$ cat src/rtl/csr_page_pkg.sv
package csr_page_pkg;
  typedef enum logic [1:0] {
    SZ_BYTE = 2'd0,
    SZ_HALF = 2'd1,
    SZ_WORD = 2'd2,
    SZ_BAD  = 2'd3
  } acc_size_e;
endpackage

$ cat src/rtl/csr_lane_check.sv
module csr_lane_check
  import csr_page_pkg::*;
#(
  parameter int BE_W = 4
) (
  input  logic [1:0]      addr_lo_i,
  input  logic [1:0]      size_i,
  output logic            legal_o,
  output logic [BE_W-1:0] be_o
);
  acc_size_e sz;
  assign sz = acc_size_e'(size_i);

  always_comb begin
    legal_o = 1'b0;
    be_o    = '0;
    unique case (sz)
      SZ_BYTE: begin
        legal_o = 1'b1;
        be_o    = BE_W'(1) << addr_lo_i;
      end
      SZ_HALF: begin
        legal_o = ~addr_lo_i[0];
        be_o    = BE_W'(3) << {addr_lo_i[1], 1'b0};
      end
      SZ_WORD: begin
        legal_o = (addr_lo_i == 2'b00);
        be_o    = '1;
      end
      default: begin
        legal_o = 1'b0;
        be_o    = '0;
      end
    endcase
  end
endmodule

$ cat src/rtl/csr_page_map.sv
module csr_page_map #(
  parameter int              ADDR_W   = 12,
  parameter int              PAGE_W   = 6,
  parameter int              WIN_W    = 10,
  parameter int              DATA_W   = 32,
  parameter int              PAGE_LSB = 13,
  parameter logic [ADDR_W-1:0] CTRL_OFF = 12'h808,
  localparam int             INT_W    = PAGE_W + WIN_W,
  localparam int             BE_W     = DATA_W / 8
) (
  input  logic              clk_i,
  input  logic              rst_ni,
  input  logic [ADDR_W-1:0] addr_i,
  input  logic              wr_i,
  input  logic [DATA_W-1:0] wdata_i,
  input  logic [BE_W-1:0]   be_i,
  output logic [INT_W-1:0]  int_off_o,
  output logic              ctrl_hit_o,
  output logic [DATA_W-1:0] ctrl_rd_o,
  output logic [PAGE_W-1:0] page_o,
  output logic              axi_en_o,
  output logic              pex_en_o
);
  logic [PAGE_W-1:0] page_q;
  logic [1:0]        en_q;
  logic [DATA_W-1:0] bit_mask, merged;
  logic              in_window;

  assign in_window  = &addr_i[ADDR_W-1:WIN_W];
  assign ctrl_hit_o = (addr_i[ADDR_W-1:2] == CTRL_OFF[ADDR_W-1:2]);
  assign int_off_o  = in_window ? {page_q, addr_i[WIN_W-1:0]} : INT_W'(addr_i);

  always_comb begin
    ctrl_rd_o = '0;
    ctrl_rd_o[PAGE_LSB +: PAGE_W] = page_q;
    ctrl_rd_o[1:0] = en_q;
  end

  for (genvar b = 0; b < BE_W; b++) begin : g_mask
    assign bit_mask[8*b +: 8] = {8{be_i[b]}};
  end

  assign merged = (ctrl_rd_o & ~bit_mask) | (wdata_i & bit_mask);

  always_ff @(posedge clk_i or negedge rst_ni) begin
    if (!rst_ni) begin
      page_q <= '0;
      en_q   <= '0;
    end else if (wr_i) begin
      page_q <= merged[PAGE_LSB +: PAGE_W];
      en_q   <= merged[1:0];
    end
  end

  assign page_o   = page_q;
  assign axi_en_o = en_q[0];
  assign pex_en_o = en_q[1];


  page_hold_chk: assert property (@(posedge clk_i) disable iff (!rst_ni)
    !wr_i |=> $stable(page_o));
endmodule

$ cat src/rtl/csr_reg_store.sv
module csr_reg_store #(
  parameter int INT_W   = 16,
  parameter int WIN_W   = 10,
  parameter int HI_BITS = 2,
  parameter int LO_BITS = 6,
  parameter int DATA_W  = 32,
  localparam int IDX_W  = HI_BITS + LO_BITS,
  localparam int DEPTH  = 1 << IDX_W,
  localparam int BE_W   = DATA_W / 8
) (
  input  logic              clk_i,
  input  logic              rst_ni,
  input  logic [INT_W-1:0]  int_off_i,
  input  logic              we_i,
  input  logic [BE_W-1:0]   be_i,
  input  logic [DATA_W-1:0] wdata_i,
  output logic [DATA_W-1:0] rdata_o
);
  logic [DATA_W-1:0] mem_q [DEPTH];
  logic [IDX_W-1:0]  idx;
  logic              unused_bits;

  assign idx = {int_off_i[WIN_W +: HI_BITS], int_off_i[2 +: LO_BITS]};
  assign unused_bits = ^{int_off_i[INT_W-1:WIN_W+HI_BITS],
                         int_off_i[WIN_W-1:LO_BITS+2], int_off_i[1:0]};
  assign rdata_o = mem_q[idx];

  for (genvar b = 0; b < BE_W; b++) begin : g_lane
    always_ff @(posedge clk_i or negedge rst_ni) begin
      if (!rst_ni) begin
        for (int w = 0; w < DEPTH; w++) mem_q[w][8*b +: 8] <= '0;
      end else if (we_i && be_i[b]) begin
        mem_q[idx][8*b +: 8] <= wdata_i[8*b +: 8];
      end
    end
  end
endmodule

$ cat src/rtl/csr_page_decoder.sv
module csr_page_decoder #(
  parameter int ADDR_W  = 12,
  parameter int PAGE_W  = 6,
  parameter int WIN_W   = 10,
  parameter int DATA_W  = 32,
  parameter int HI_BITS = 2,
  parameter int LO_BITS = 6,
  localparam int INT_W  = PAGE_W + WIN_W,
  localparam int BE_W   = DATA_W / 8
) (
  input  logic              clk_i,
  input  logic              rst_ni,
  input  logic              req_i,
  input  logic              we_i,
  input  logic [ADDR_W-1:0] addr_i,
  input  logic [1:0]        size_i,
  input  logic [DATA_W-1:0] wdata_i,
  output logic              rvalid_o,
  output logic              err_o,
  output logic [DATA_W-1:0] rdata_o,
  output logic [PAGE_W-1:0] page_o,
  output logic              axi_pio_en_o,
  output logic              pex_pio_en_o
);
  logic              legal;
  logic [BE_W-1:0]   be;
  logic [INT_W-1:0]  int_off;
  logic              ctrl_hit;
  logic [DATA_W-1:0] ctrl_rd, store_rd, lane_mask, rd_sel;
  logic              ok, ctrl_wr, store_wr;
  logic              rvalid_q, err_q;
  logic [DATA_W-1:0] rdata_q;

  csr_lane_check #(.BE_W(BE_W)) u_lane (
    .addr_lo_i(addr_i[1:0]),
    .size_i   (size_i),
    .legal_o  (legal),
    .be_o     (be)
  );

  assign ok       = req_i && legal;
  assign ctrl_wr  = ok && we_i && ctrl_hit;
  assign store_wr = ok && we_i && !ctrl_hit;

  csr_page_map #(
    .ADDR_W(ADDR_W), .PAGE_W(PAGE_W), .WIN_W(WIN_W), .DATA_W(DATA_W)
  ) u_map (
    .clk_i     (clk_i),
    .rst_ni    (rst_ni),
    .addr_i    (addr_i),
    .wr_i      (ctrl_wr),
    .wdata_i   (wdata_i),
    .be_i      (be),
    .int_off_o (int_off),
    .ctrl_hit_o(ctrl_hit),
    .ctrl_rd_o (ctrl_rd),
    .page_o    (page_o),
    .axi_en_o  (axi_pio_en_o),
    .pex_en_o  (pex_pio_en_o)
  );

  csr_reg_store #(
    .INT_W(INT_W), .WIN_W(WIN_W), .HI_BITS(HI_BITS), .LO_BITS(LO_BITS), .DATA_W(DATA_W)
  ) u_store (
    .clk_i    (clk_i),
    .rst_ni   (rst_ni),
    .int_off_i(int_off),
    .we_i     (store_wr),
    .be_i     (be),
    .wdata_i  (wdata_i),
    .rdata_o  (store_rd)
  );

  for (genvar b = 0; b < BE_W; b++) begin : g_rmask
    assign lane_mask[8*b +: 8] = {8{be[b]}};
  end

  assign rd_sel = (ctrl_hit ? ctrl_rd : store_rd) & lane_mask;

  always_ff @(posedge clk_i or negedge rst_ni) begin
    if (!rst_ni) begin
      rvalid_q <= 1'b0;
      err_q    <= 1'b0;
      rdata_q  <= '0;
    end else begin
      rvalid_q <= req_i;
      err_q    <= req_i && !legal;
      rdata_q  <= (ok && !we_i) ? rd_sel : '0;
    end
  end

  assign rvalid_o = rvalid_q;
  assign err_o    = err_q;
  assign rdata_o  = rdata_q;


  misalign_err_chk: assert property (@(posedge clk_i) disable iff (!rst_ni)
    req_i && size_i == 2'd2 && addr_i[1:0] != 2'b00 |=> err_o);

  bad_size_chk: assert property (@(posedge clk_i) disable iff (!rst_ni)
    req_i && size_i == 2'd3 |=> err_o);

  err_zero_chk: assert property (@(posedge clk_i) disable iff (!rst_ni)
    err_o |-> rdata_o == '0);

  rsp_chk: assert property (@(posedge clk_i) disable iff (!rst_ni)
    req_i |=> rvalid_o);

  idle_chk: assert property (@(posedge clk_i) disable iff (!rst_ni)
    !req_i |=> !rvalid_o && !err_o);
endmodule

$ cat config.mk
export PLATFORM = sky130hd
export DESIGN_NAME = csr_page_decoder
export DESIGN_NICKNAME = d
export VERILOG_FILES = /design/src/rtl/csr_page_pkg.sv /design/src/rtl/csr_lane_check.sv /design/src/rtl/csr_page_map.sv /design/src/rtl/csr_reg_store.sv /design/src/rtl/csr_page_decoder.sv
export SDC_FILE = /design/constraint.sdc
export NUM_CORES = 1
export LEC_CHECK = 0
export ABC_AREA = 1
export BUFFER_PORTS_ARGS = -buffer_cell sky130_fd_sc_hd__buf_2
export CAP_MARGIN = 40
export CORE_ASPECT_RATIO = 1.2
export CORE_UTILIZATION = 56
export DETAILED_ROUTE_END_ITERATION = 16
export PLACE_DENSITY = 0.95
export SYNTH_ARGS = -nofsm -noshare
export SYNTH_HDL_FRONTEND = slang
export SYNTH_HIERARCHICAL = 1
export SYNTH_SLANG_ARGS = --single-unit
$ cat constraint.sdc
create_clock -name clk_i -period 2.6 [get_ports clk_i]
set_clock_uncertainty 0.2 [all_clocks]
set_input_delay 0.52 -clock clk_i [delete_from_list [all_inputs] [get_ports clk_i]]
set_output_delay 0.52 -clock clk_i [all_outputs]
set_load 0.005 [all_outputs]
==> results of run 1 <==
==> routing by layer <==
metal / global-route usage, % / up-vias / wire length (µm) / share of wire (%)
met5: 0 / - / 0 / 0
met1: 20.3 / 880 / 1680 / 40
li1: - / 1061 / - / -
met3: 3.72 / 9 / 198 / 4.7
met2: 35.1 / 54 / 2210 / 53
met4: 8.22 / 0 / 97 / 2.3
==> layout make-up <==
| type | instances | share of cell area [%] |
|---|---|---|
| timing repair buffer | 71 | 13.5 |
| sequential | 42 | 36.6 |
| clock buffer | 6 | 2.88 |
| clock inverter | 2 | 2.09 |
| multi-input combinational | 239 | 32.4 |
| inverter | 77 | 10.1 |
| tap | 56 | 2.44 |
==> per-stage QoR <==
stage | hold slack, ns | total power, W
after floorplan | 0.0244 | 0.000801
after global placement | 0.282 | 0.000785
after detailed placement | 0.284 | 0.000794
after CTS | 0.215 | 0.00143
after global routing | 0.215 | 0.00149
final | 0.231 | 0.00142
==> worst paths after layout <==
path | start | to | slack, ns | cells past startpoint
setup / recovery | size_i[0] | flip-flop | 0.73 | 8
hold / removal | req_i | rvalid_o | 0.23 | 1
setup reg to reg | flip-flop | rdata_o[14] | 1.59 | 4
max in group asynchronous | rst_ni | asynchronous set/reset pin | 1.23 | 3
min in group asynchronous | rst_ni | rdata_o[9] | 0.50 | 2
hold reg to reg | flip-flop | flip-flop | 0.30 | 2
==> power by group through the flow <==
stage	combinational [W]	sequential, W	clock, W
2_1_floorplan	0.000122	0.000679	0
3_3_place_gp	0.000108	0.000677	0
3_5_place_dp	0.000117	0.000677	0
4_1_cts	0.000119	0.000664	0.000645
5_1_grt	0.000145	0.000665	0.000682
6_report	0.000122	0.000664	0.000632
==> placed cells by master (no fill, tap or decap) <==
cell and count:
nand2_2 1, buf_16 1, buf_4 2, buf_2 67
a21oi_1 4, inv_1 67, dlygate4sd3_1 1, dfrtp_1 42
clkinv_1 10, nor2_4 1, clkbuf_8 6, nand2_1 57
nand4_1 4, bufinv_16 2, nor2_1 109, nand3_1 7
conb_1 56
==> worst max-delay path: cells and delay by family <==
family	cells	cell delay, ns
simple gates	5	0.94
compound gates	1	0.22
buf+inv	2	0.21
==> run metrics, run 1 <==
status finished clean; diodes inserted 0; Comb pwr share 8.6%; DR iter-0 viols 86; part of the power in registers 46.8%; CP max stage cell nor2_1; Startpoint Class primary input; GRT Overall Usage 19.0%; Max clock buf depth 2; Required @ worst endpoint 2.60 ns; count of input and output buffers 67; synth warn 24600; max_cap viols 0; Crit path top cell by count nand3_1; DR vias 2004; Worst Setup Slack, final 0.729 ns; Cell Chain, Critical Path buf_2, inv_1, nand3_1, nand2_1, nand3_1, nor2_1, nand2_2, a21oi_1; final hold violations 0; Lkg Pwr 1.78 nW; first-pass GRT wire length 7.29 mm; VDD IR max 0.277 mV; max_slew headroom 66.5%; nets@finish 486; Max Slew Vio Count 0; DRC viols 0; vias in the first global route 1788; Post-CTS Setup Inserts 0; grt total ovfl 0; Std-Cell Rows 26; Non-Filler Instances 493; sw frac 21.2%; detailed-router iteration count before antenna repair 4; final non-filler cell area 0.00287 mm²; register area 0.00105 mm²; P_int 0.00112 W; post-CTS resize count 0; fin util 65.9%; Core ar. 0.00436 mm²; Psw 0.000300 W; CP endpoint kind flip-flop; CTS clk-pin slew, worst paths 0.07 ns; DPL Wire Length 3.26 mm; largest net degree at the start of global routing 43; final WL 4.19 mm; CTS tree done; RD Place Congestion 0.736; CTS root buffer clkbuf_8; DIE AREA 0.00493 mm²; share of post-route cells with drive strength above 1 18.3%; Final Critical Period 1.87 ns; antenna violations before repair 0; Die Ht 76.7 µm; Initial Util 59.7%; setup tns final 0 ns; mapped cell area 0.00260 mm²; H-tree depth 2; pre-CTS setup slack 0.410 ns; Worst Path Arrival 1.87 ns; IO Pins 92; area of the multi-input gates 931 µm²; clock share of power 44.6%; Fmax 0.534 GHz; Crit Path Max Fanout 7; CTS Sinks 42; unrepaired setup endpoints after global routing false; TritonCTS Buffers 5; final-report setup violation count 0; die width 64.2 µm; cell count after synthesis 375; critical path class primary input to flip-flop; Fill cells 395; Final period util 72.0%; CP max stage delay 0.40 ns; Worst-Margin Slew 0.501 ns; worst hold-check path type primary input to flip-flop; Avg Cell Area, Syn 6.94 µm²; Antenna Violating Nets Remaining 0; placed inst area 0.00272 mm²; Vias/cell 4.06; pwr dens 494 mW/mm²; placed cells 484; CTS Hold Bufs 1; drt wl/cell 8.49 µm; P&R area growth vs syn 10.3%; Clock Latency Late Sink 0.29 ns
Note: power is estimated with default switching activity, not from simulation.
==> run 2: changes to the inputs <==
--- a/config.mk
+++ b/config.mk
@@ -5,13 +5,13 @@
 export SDC_FILE = /design/constraint.sdc
 export NUM_CORES = 1
 export LEC_CHECK = 0
-export ABC_AREA = 1
+export ABC_AREA = 0
 export BUFFER_PORTS_ARGS = -buffer_cell sky130_fd_sc_hd__buf_2
 export CAP_MARGIN = 40
 export CORE_ASPECT_RATIO = 1.2
-export CORE_UTILIZATION = 56
+export CORE_UTILIZATION = 46
 export DETAILED_ROUTE_END_ITERATION = 16
-export PLACE_DENSITY = 0.95
+export PLACE_DENSITY = 0.86
 export SYNTH_ARGS = -nofsm -noshare
 export SYNTH_HDL_FRONTEND = slang
 export SYNTH_HIERARCHICAL = 1
==> constraint.sdc (replaced) <==
create_clock -name clk_i -period 1.7 [get_ports clk_i]
set_clock_uncertainty 0.2 [all_clocks]
set_input_delay 0.34 -clock clk_i [delete_from_list [all_inputs] [get_ports clk_i]]
set_output_delay 0.34 -clock clk_i [all_outputs]
set_load 0.005 [all_outputs]
==> run 2 against run 1 <==
  * The run now ends with negative setup slack left
  * Flip-flop and latch count did not move
  * Via count is 28% lower
  * Non-clock buffer count rose by 11
  * Total power grew 39%
  * Largest power group unchanged
==> run metrics, run 2 <==
status complete, but fails checks; failing checks negative setup slack; Antenna Violating Nets Remaining 0 (unchanged); DIE AREA 0.00539 mm² (+9.4%); Crit Path Max Fanout 3 (-4); CTS Sinks 42 (unchanged); CP endpoint kind flip-flop; antenna violations before repair 0 (unchanged); nets@finish 333 (-31%); met2 global-route usage 28.2% (-6.9 points); commonest non-fill, non-tap cell in the layout buf_2; largest net degree at the start of global routing 36 (-16%); Worst Setup Slack, final -0.199 ns (-0.928 ns); count of input and output buffers 67 (unchanged); CTS tree done; first-pass GRT wire length 6.08 mm (-17%); DRC viols 0 (unchanged); grt total ovfl 0 (unchanged); final WL 3.77 mm (-9.9%); synth warn 24600 (unchanged); VDD IR max 0.312 mV (+12%); crit path launch addr_i[5]; DR vias 1440 (-28%); Final Critical Period 1.90 ns; Required @ worst endpoint 1.67 ns (-0.93 ns); Clock Latency Late Sink 0.28 ns (about the same); Post-CTS Setup Inserts 0 (unchanged); most frequent cells in the layout 66 x buf_2, 56 x conb_1, 42 x dfrtp_1; Std-Cell Rows 28 (+7.7%); H-tree depth 2 (unchanged); worst hold-check path type primary input to flip-flop; P&R area growth vs syn 13.7%; cell count after synthesis 210 (-44%); Cell Chain, Critical Path buf_6, or4_4, nor4_4, inv_4, nor2_4, nand2_2, mux2_4; area of the multi-input gates 951 µm² (+2.2%); TritonCTS Buffers 5 (unchanged); Final period util 112%; final-report setup violation count 16 (+16); Buf/Inv on CP 2 (unchanged); Startpoint Class primary input; mapped cell area 0.00234 mm² (-9.9%); most used routing layer met2; placed inst area 0.00254 mm² (-6.7%); met1 global-route usage 15.9% (-4.4 points); share of post-route cells with drive strength above 1 37.3% (+19 points); diodes inserted 0 (unchanged); critical path depth in cells 7 (-1); GRT Overall Usage 15.4% (-3.6 points); Fill cells 476 (+21%); vias in the first global route 1472 (-18%); detailed-router iteration count before antenna repair 4 (unchanged); Worst Path Arrival 1.87 ns (about the same); RD Place Congestion 0.678 (-7.8%); CTS clk-pin slew, worst paths 0.08 ns (about the same); pwr dens 739 mW/mm² (+50%); Avg Cell Area, Syn 11.2 µm² (+61%); Hold Startpoint wdata_i[16]; DR iter-0 viols 49 (-43%); CP delay by family, top simple AND/OR/NAND/NOR gates; CTS root buffer clkbuf_8; drt wl/cell 11.0 µm (+29%); Core ar. 0.00490 mm² (+13%); Max clock buf depth 2 (unchanged); unrepaired setup endpoints after global routing true; Initial Util 47.8% (-12 points); critical path class primary input to flip-flop; setup tns final -2.52 ns (-2.52 ns); Worst Reg-to-Reg Cells 1 (-3); Vias/cell 4.19 (+3.0%); DPL Wire Length 2.91 mm (-11%); final non-filler cell area 0.00267 mm² (-7.2%); max_cap viols 0 (unchanged); final hold violations 0 (unchanged); Die Ht 80.2 µm (+4.6%); register area 0.00105 mm² (unchanged); Fmax 0.527 GHz; Max Slew Vio Count 0 (unchanged); CP max stage delay 0.54 ns (+0.14 ns); die width 67.2 µm (+4.6%); Lkg Pwr 1.45 nW (-18%); CP max stage cell or4_4; IO Pins 92 (unchanged); Hold Crit Depth 2 (+1); Global Route met3 Usage 3.98% (+0.26 points)
-- run 2: layout make-up --
class | instances | area share, %
Timing Repair Buffer | 82 | 17.8
Tap cell | 60 | 2.82
Sequential cell | 42 | 39.4
Inverter | 1 | 0.235
Clock inverter | 1 | 1.13
Clock buffer | 7 | 2.86
Multi-Input combinational cell | 151 | 35.7
-- run 2: routing by layer --
metal	part of all wire, %	vias up
met5	0	-
met4	1.8	0
met3	5.5	5
met2	52	49
met1	41	670
li1	-	716
-- run 2: path summary, 6_finish.rpt --
kind                                    end  slack (ns)
worst max-delay path              flip-flop       -0.20
worst min-delay path              flip-flop        0.08
worst max register to register    flip-flop        0.71
worst min register to register    flip-flop        0.34
max in group asynchronous       rdata_o[21]        0.62
min in group asynchronous       rdata_o[27]        0.24
-- run 2: timing repair --
| action | 4_1_cts | 5_1_grt |
|---|---|---|
| hold endpoints to repair | 42 | 0 |
| hold buffers | 1 | 0 |
| setup endpoints to repair | 16 | 16 |
| pin swaps | 0 | 0 |
| resized for setup | 2 | 1 |
| gates cloned | 0 | 0 |
-- run 2: through the flow --
stage	total power (W)	utilization (%)	setup WS, ns	hold WS, ns	cells
2_1_floorplan	0.00121	-	-0.548	-0.156	264
3_3_place_gp	0.00121	51.7	-0.522	-0.00254	335
3_5_place_dp	0.00122	51.7	-0.591	-0.00133	335
4_1_cts	0.00199	54.3	-0.215	0.0738	344
5_1_grt	0.00206	54.3	-0.241	0.0772	344
6_report	0.00197	54.3	-0.199	0.0783	344
-- run 2: where the power goes --
part	internal (W)	switching, W
Combinational	0.0000878	0.000101
Clock	0.000440	0.000324
Sequential	0.00101	0.00000377
Total	0.00154	0.000429
